===== src/rtl/dac_bank_pkg.sv =====
package dac_bank_pkg;
    typedef enum logic [3:0] {
        OP_WRITE       = 4'b0000,
        OP_UPDATE      = 4'b0001,
        OP_WRITE_UPALL = 4'b0010,
        OP_WRITE_UPD   = 4'b0011,
        OP_SLEEP       = 4'b0100,
        OP_NOP         = 4'b1111
    } op_e;

    typedef enum logic [1:0] {
        CH_ON   = 2'd0,
        CH_OFF  = 2'd1,
        CH_WAKE = 2'd2
    } ch_state_e;

    typedef enum logic {
        BIAS_ON  = 1'b1,
        BIAS_OFF = 1'b0
    } bias_state_e;

    localparam logic [3:0] SEL_ALL = 4'hF;
    localparam int         DW      = 16;
endpackage


===== src/rtl/dac_cmd_decode.sv =====
module dac_cmd_decode
    import dac_bank_pkg::*;
#(
    parameter int NCH = 8,
    parameter int RES = 16
) (
    input  logic            word_vld,
    input  logic [23:0]     word,
    output logic [NCH-1:0]  wr_mask,
    output logic [NCH-1:0]  upd_mask,
    output logic [NCH-1:0]  pd_mask,
    output logic [DW-1:0]   data
);
    localparam logic [DW-1:0] KEEP = {DW{1'b1}} << (DW - RES);

    logic [3:0]     op;
    logic [3:0]     sel_code;
    logic [NCH-1:0] sel;

    assign op       = word[23:20];
    assign sel_code = word[19:16];
    assign data     = word[15:0] & KEEP;

    always_comb begin
        for (int i = 0; i < NCH; i++) begin
            sel[i] = (sel_code == SEL_ALL) || (int'(sel_code) == i);
        end
    end

    always_comb begin
        wr_mask  = '0;
        upd_mask = '0;
        pd_mask  = '0;
        if (word_vld) begin
            case (op)
                OP_WRITE:       wr_mask = sel;
                OP_UPDATE:      upd_mask = sel;
                OP_WRITE_UPALL: begin
                    wr_mask  = sel;
                    upd_mask = (|sel) ? {NCH{1'b1}} : '0;
                end
                OP_WRITE_UPD: begin
                    wr_mask  = sel;
                    upd_mask = sel;
                end
                OP_SLEEP:       pd_mask = sel;
                default: ;
            endcase
        end
    end
endmodule


===== src/rtl/dac_chan.sv =====
module dac_chan
    import dac_bank_pkg::*;
#(
    parameter int SHORT_CYC = 250,
    parameter int LONG_CYC  = 1500
) (
    input  logic          clk,
    input  logic          rst_n,
    input  logic          wr,
    input  logic          upd,
    input  logic          pd,
    input  logic [DW-1:0] din,
    input  logic          bias_on,
    output logic [DW-1:0] code,
    output logic          pd_flag,
    output logic          busy
);
    localparam int MAXD = (LONG_CYC > SHORT_CYC) ? LONG_CYC : SHORT_CYC;
    localparam int CW   = $clog2(MAXD + 1);

    ch_state_e       state, nxt;
    logic [CW-1:0]   cnt;
    logic [DW-1:0]   stage;
    logic [DW-1:0]   stage_nxt;

    always_ff @(posedge clk or negedge rst_n) begin
        if (!rst_n) state <= CH_ON;
        else        state <= nxt;
    end

    always_comb begin
        nxt = state;
        unique case (state)
            CH_ON:   if (pd) nxt = CH_OFF;
            CH_OFF:  if (upd) nxt = CH_WAKE;
            CH_WAKE: begin
                if (pd)             nxt = CH_OFF;
                else if (cnt == '0) nxt = CH_ON;
            end
            default: nxt = CH_ON;
        endcase
    end

    always_ff @(posedge clk or negedge rst_n) begin
        if (!rst_n) begin
            cnt <= '0;
        end else if (state == CH_OFF && upd) begin
            cnt <= bias_on ? CW'(SHORT_CYC - 1) : CW'(LONG_CYC - 1);
        end else if (state == CH_WAKE && cnt != '0) begin
            cnt <= cnt - 1'b1;
        end
    end

    assign stage_nxt = wr ? din : stage;

    always_ff @(posedge clk or negedge rst_n) begin
        if (!rst_n) begin
            stage <= '0;
            code  <= '0;
        end else begin
            stage <= stage_nxt;
            if (upd) code <= stage_nxt;
        end
    end

    always_comb begin
        pd_flag = (state == CH_OFF);
        busy    = (state == CH_WAKE);
    end
endmodule


===== src/rtl/dac_bias_ctl.sv =====
module dac_bias_ctl
    import dac_bank_pkg::*;
#(
    parameter int NCH = 8
) (
    input  logic           clk,
    input  logic           rst_n,
    input  logic           upd_any,
    input  logic [NCH-1:0] pd_mask,
    input  logic [NCH-1:0] pd_now,
    output logic           bias_en
);
    bias_state_e state, nxt;

    always_ff @(posedge clk or negedge rst_n) begin
        if (!rst_n) state <= BIAS_ON;
        else        state <= nxt;
    end

    always_comb begin
        nxt = state;
        unique case (state)
            BIAS_ON:  if (!upd_any && (&(pd_now | pd_mask))) nxt = BIAS_OFF;
            BIAS_OFF: if (upd_any) nxt = BIAS_ON;
            default:  nxt = BIAS_ON;
        endcase
    end

    always_comb begin
        bias_en = (state == BIAS_ON);
    end
endmodule


===== src/rtl/dac_cmd_bank.sv =====
module dac_cmd_bank
    import dac_bank_pkg::*;
#(
    parameter int NCH       = 8,
    parameter int RES       = 16,
    parameter int SHORT_CYC = 250,
    parameter int LONG_CYC  = 1500
) (
    input  logic              clk,
    input  logic              rst_n,
    input  logic              word_vld,
    input  logic [23:0]       word,
    output logic [DW*NCH-1:0] act_code,
    output logic [NCH-1:0]    pd_flags,
    output logic              bias_en,
    output logic [NCH-1:0]    busy
);
    logic [NCH-1:0] wr_mask, upd_mask, pd_mask;
    logic [DW-1:0]  data;

    dac_cmd_decode #(.NCH(NCH), .RES(RES)) u_dec (
        .word_vld (word_vld),
        .word     (word),
        .wr_mask  (wr_mask),
        .upd_mask (upd_mask),
        .pd_mask  (pd_mask),
        .data     (data)
    );

    dac_bias_ctl #(.NCH(NCH)) u_bias (
        .clk     (clk),
        .rst_n   (rst_n),
        .upd_any (|upd_mask),
        .pd_mask (pd_mask),
        .pd_now  (pd_flags),
        .bias_en (bias_en)
    );

    for (genvar g = 0; g < NCH; g++) begin : g_ch
        dac_chan #(.SHORT_CYC(SHORT_CYC), .LONG_CYC(LONG_CYC)) u_ch (
            .clk     (clk),
            .rst_n   (rst_n),
            .wr      (wr_mask[g]),
            .upd     (upd_mask[g]),
            .pd      (pd_mask[g]),
            .din     (data),
            .bias_on (bias_en),
            .code    (act_code[g*DW +: DW]),
            .pd_flag (pd_flags[g]),
            .busy    (busy[g])
        );
    end
endmodule


===== config.mk =====
export PLATFORM = sky130hd
export DESIGN_NAME = dac_cmd_bank
export DESIGN_NICKNAME = d
export VERILOG_FILES = /design/src/rtl/dac_bank_pkg.sv /design/src/rtl/dac_cmd_decode.sv /design/src/rtl/dac_chan.sv /design/src/rtl/dac_bias_ctl.sv /design/src/rtl/dac_cmd_bank.sv
export SDC_FILE = /design/constraint.sdc
export NUM_CORES = 1
export LEC_CHECK = 0
export BUFFER_PORTS_ARGS = -buffer_cell sky130_fd_sc_hd__buf_4
export CAP_MARGIN = 20
export CORE_MARGIN = 4
export CORE_UTILIZATION = 30
export CTS_CLUSTER_DIAMETER = 120
export DETAILED_ROUTE_END_ITERATION = 8
export PLACE_DENSITY = 0.58
export SLEW_MARGIN = 15
export SYNTH_ARGS = -nofsm -noshare
export SYNTH_HDL_FRONTEND = slang
export SYNTH_HIERARCHICAL = 1
export SYNTH_SLANG_ARGS = --single-unit

===== constraint.sdc =====
create_clock -name clk -period 2 [get_ports clk]
set_input_delay 0.3 -clock clk [delete_from_list [all_inputs] [get_ports clk]]
set_output_delay 0.3 -clock clk [all_outputs]
set_load 0.01 [all_outputs]

==> impl_results.md <==
- Outcome: completed
- Bufs on Longest Clock Path: 3
- Layout Skew: about 0.023 ns
- Max Cap Viol: 0
- Filler cells: 4940
- Min-Delay Path Depth: 2
- Gr ovfl total: 0
- Diodes inserted: 0
- Syn Area/Cell: 12.84 um^2
- Area leader, netlist: dfrtp_1
- Routed WL per cell: 18.88 um
- Layout area overhead: 30.44%
- Vias/cell: just under 5
- Worst Min Path Start: word[13]
- Crit. End Element: register
- Period utilization: 96.19%
- RSZ-0062 raised after global routing: false
- CP Data Required Time: about 2.4 ns
- Drt pass-1 iters: 5
- Starting Density: 30.52%
- Die Area: 56340 um^2
- Residual DRC count: 0
- Commonest cells post-synth: dfrtp_1, mux2_2, nor2_1, nand2_1
- Core ar.: ~52000 um^2
- Worst-path maximum fanout: 4
- DRT iter0 DRCs: 622
- Delay-heaviest family, CP: simple AND/OR/NAND/NOR gates
- Multi-input logic area: 6437 um^2
- Total CTS buffers: 42
- Synth cell types: 58
- Worst-path clk slew: ~0.06 ns
- Pleak: 9.450 nW
- Synth warn: 6
- I/O pin total: 172
- First-pass GRT wire length: 65.54 mm
- Peak VDD IR: 0.7339 mV
- Syn_nets: 1264
- Layout Nets: around 1500
- Clock root buffer: clkbuf_16
- Total track usage: 14.66%
- Hold endpoint: g_ch[5].u_ch/stage[13]
- R2R setup slack: 0.08 ns
- Area of the mapped netlist: 15780 um^2
- Hold Path Class: in2reg
- Clk Latency, worst-skew pair: 0.58 ns
- Post-synthesis sequential area ratio: 57.25%
- Fin area: 20590 um^2
- Reg-to-reg endpoint: g_ch[2].u_ch/cnt[1]
- Via count: about 11000
- Final WL: 41.85 mm
- Pwr per Cell Area: 1260 nW/um^2
- CP arrival: 2.37 ns
- Largest net degree at the start of global routing: slightly below 60
- Die width: 237.4 um
- Post-synth EDFFs: 0
- Setup violators final: 0
- Slew margin rel.: 59.28%
- Final slew viol count: 0
- WP buf/inv: 1
- CP Launch Type: register
- Final HPWL DP: 29.97 mm
- Placement Cell Area: between 15000 and 20000 um^2
- Top cell type's share of synthesized area: about 57%
- Row count: 83
- Die H: ~240 um
- Fin crit period: 1.924 ns
- Worst Tran Pin Value: 0.6024 ns
- Antenna Violating Nets Remaining: 0
- Asr flop ratio synth: 100.0%
- PortBufs: 171
- Share of post-route cells with drive strength above 1: roughly 47%
- Max incr delay on CP: 0.48 ns
- #FFs+latches synth: ~360
- FF+latch area: 9035 um^2
- Area contributors post-synth: dfrtp_1, mux2_2, nor2_1, nand2_1, nand3_1
- Critical path cell sequence: inv_1, ha_2, or3b_2, o31ai_4, nor2_1, a311o_1
- Crit Path Class: reg2reg
- CTS tree: built
- Clk sink count: 361
- Max Fclk: 519.8 MHz
- Initial antenna violation count: 3
- Vias in the first global route: 11110
- Setup TNS: 0 ns
- Syn Inst Count: approximately 1200
- Worst reg-to-reg path cell count: 6
- H-tree Lvls: 2
- Power Total: approximately 0.026 W
- Reg-to-Reg Start: g_ch[2].u_ch/cnt[0]
- Ys flop type: dfrtp_1
- Count leader, synth: dfrtp_1
- Fin. Hold Viols: 0
- Placer Congestion: 0.8333
- Crit-path slowest cell: or3b_2
registers in the layout, summed over array words and instances (netlist names):
register	count
g_ch.u_ch/code	128
g_ch.u_ch/stage	128
g_ch.u_ch/cnt	88
g_ch.u_ch/state	16
u_bias/bias_en	1
worst max-delay path by stage:
stage	startpoint	end	slack (ns)	cells after the start
after floorplan	word[22]	g_ch[2].u_ch/cnt[8]	-0.04	8
after global placement	word[22]	g_ch[0].u_ch/cnt[1]	-0.17	7
after detailed placement	word[22]	g_ch[0].u_ch/cnt[8]	-0.18	7
after CTS	g_ch[0].u_ch/state[0]	pd_flags[0]	0.05	3
after global routing	g_ch[4].u_ch/cnt[0]	g_ch[4].u_ch/cnt[1]	0.006	6
final	g_ch[2].u_ch/cnt[0]	g_ch[2].u_ch/cnt[1]	0.08	6
cells by family after synthesis:
| kind of cell | count (synthesis) | synth area share, % |
|---|---|---|
| xor+xnor | 18 | 0.9989 |
| mux | 272 | 19.34 |
| simple gates | 342 | 12.03 |
| flops | 361 | 57.25 |
| compound gates | 139 | 7.079 |
| fa+ha+maj | 8 | 0.6342 |
| buf+inv | 89 | 2.664 |
stage by stage:
stage | utilization, % | setup slack, ns | hold slack, ns | cells
floorplan | - | -0.03620 | 0.004409 | 1229
global placement | 36.55 | -0.1704 | 0.2635 | 2139
detailed placement | 36.55 | -0.1757 | 0.2700 | 2139
CTS | 39.73 | 0.05495 | 0.04326 | 2216
global route | 39.81 | 0.005780 | 0.06458 | 2217
finish | 39.81 | 0.07627 | 0.07599 | 2217
per-layer routing:
layer | vias up | global-route usage (%) | share of wire [%]
met2 | 255 | 22.50 | 45
li1 | 5038 | - | -
met5 | - | 0 | 0
met1 | 5519 | 21.36 | 48
met4 | 0 | 4.246 | 2.4
met3 | 68 | 2.564 | 4.9
area by class of cell:
| cell class | count | share of cell area, % |
|---|---|---|
| well taps | 680 | 4.133 |
| clock inverters | 17 | 1.775 |
| clock buffers | 59 | 6.150 |
| flip-flops and latches | 361 | 43.89 |
| repair buffers | 301 | 12.42 |
| multi-input cells | 779 | 31.27 |
| inverters | 20 | 0.3647 |
placed cells by master (no fill, tap or decap), types with 6 or more instances in the layout:
master / n
inv_1: 20
a311o_1: 13
o21ai_0: 22
a21oi_1: 28
o31ai_1: 9
nand3_1: 33
xnor2_1: 10
nor2_1: 67
nor4_1: 19
clkbuf_8: 13
or4_4: 8
xor2_1: 8
dfrtp_1: 360
or4_1: 13
buf_4: 276
or3b_2: 10
or3_1: 13
mux2_2: 264
or4b_2: 6
or3_2: 8
mux2i_1: 8
bufinv_16: 9
o311ai_0: 8
o211ai_1: 14
nand4_1: 6
buf_12: 23
nand2_1: 55
nor4b_1: 6
clkbuf_16: 43
nor3_1: 32
nor2_2: 9
nor3b_1: 8
nor2b_1: 15
what timing repair did:
item / 4_1_cts / 5_1_grt
gates resized for setup: 1 / 7
hold endpoints to repair: 37 / 0
pin swaps: 0 / 0
setup buffers: 0 / 1
hold buffers: 1 / 0
endpoints found under the setup margin: 1 / 14
where the power goes:
part | leakage [nW] | switching, W | internal [W]
sequential | 4.67 | 0.00152 | 0.00914
combinational | 3.99 | 0.00310 | 0.00342
clock | 0.793 | 0.00317 | 0.00560
total | 9.45 | 0.00779 | 0.0182
Note: power is estimated with default switching activity, not from simulation.
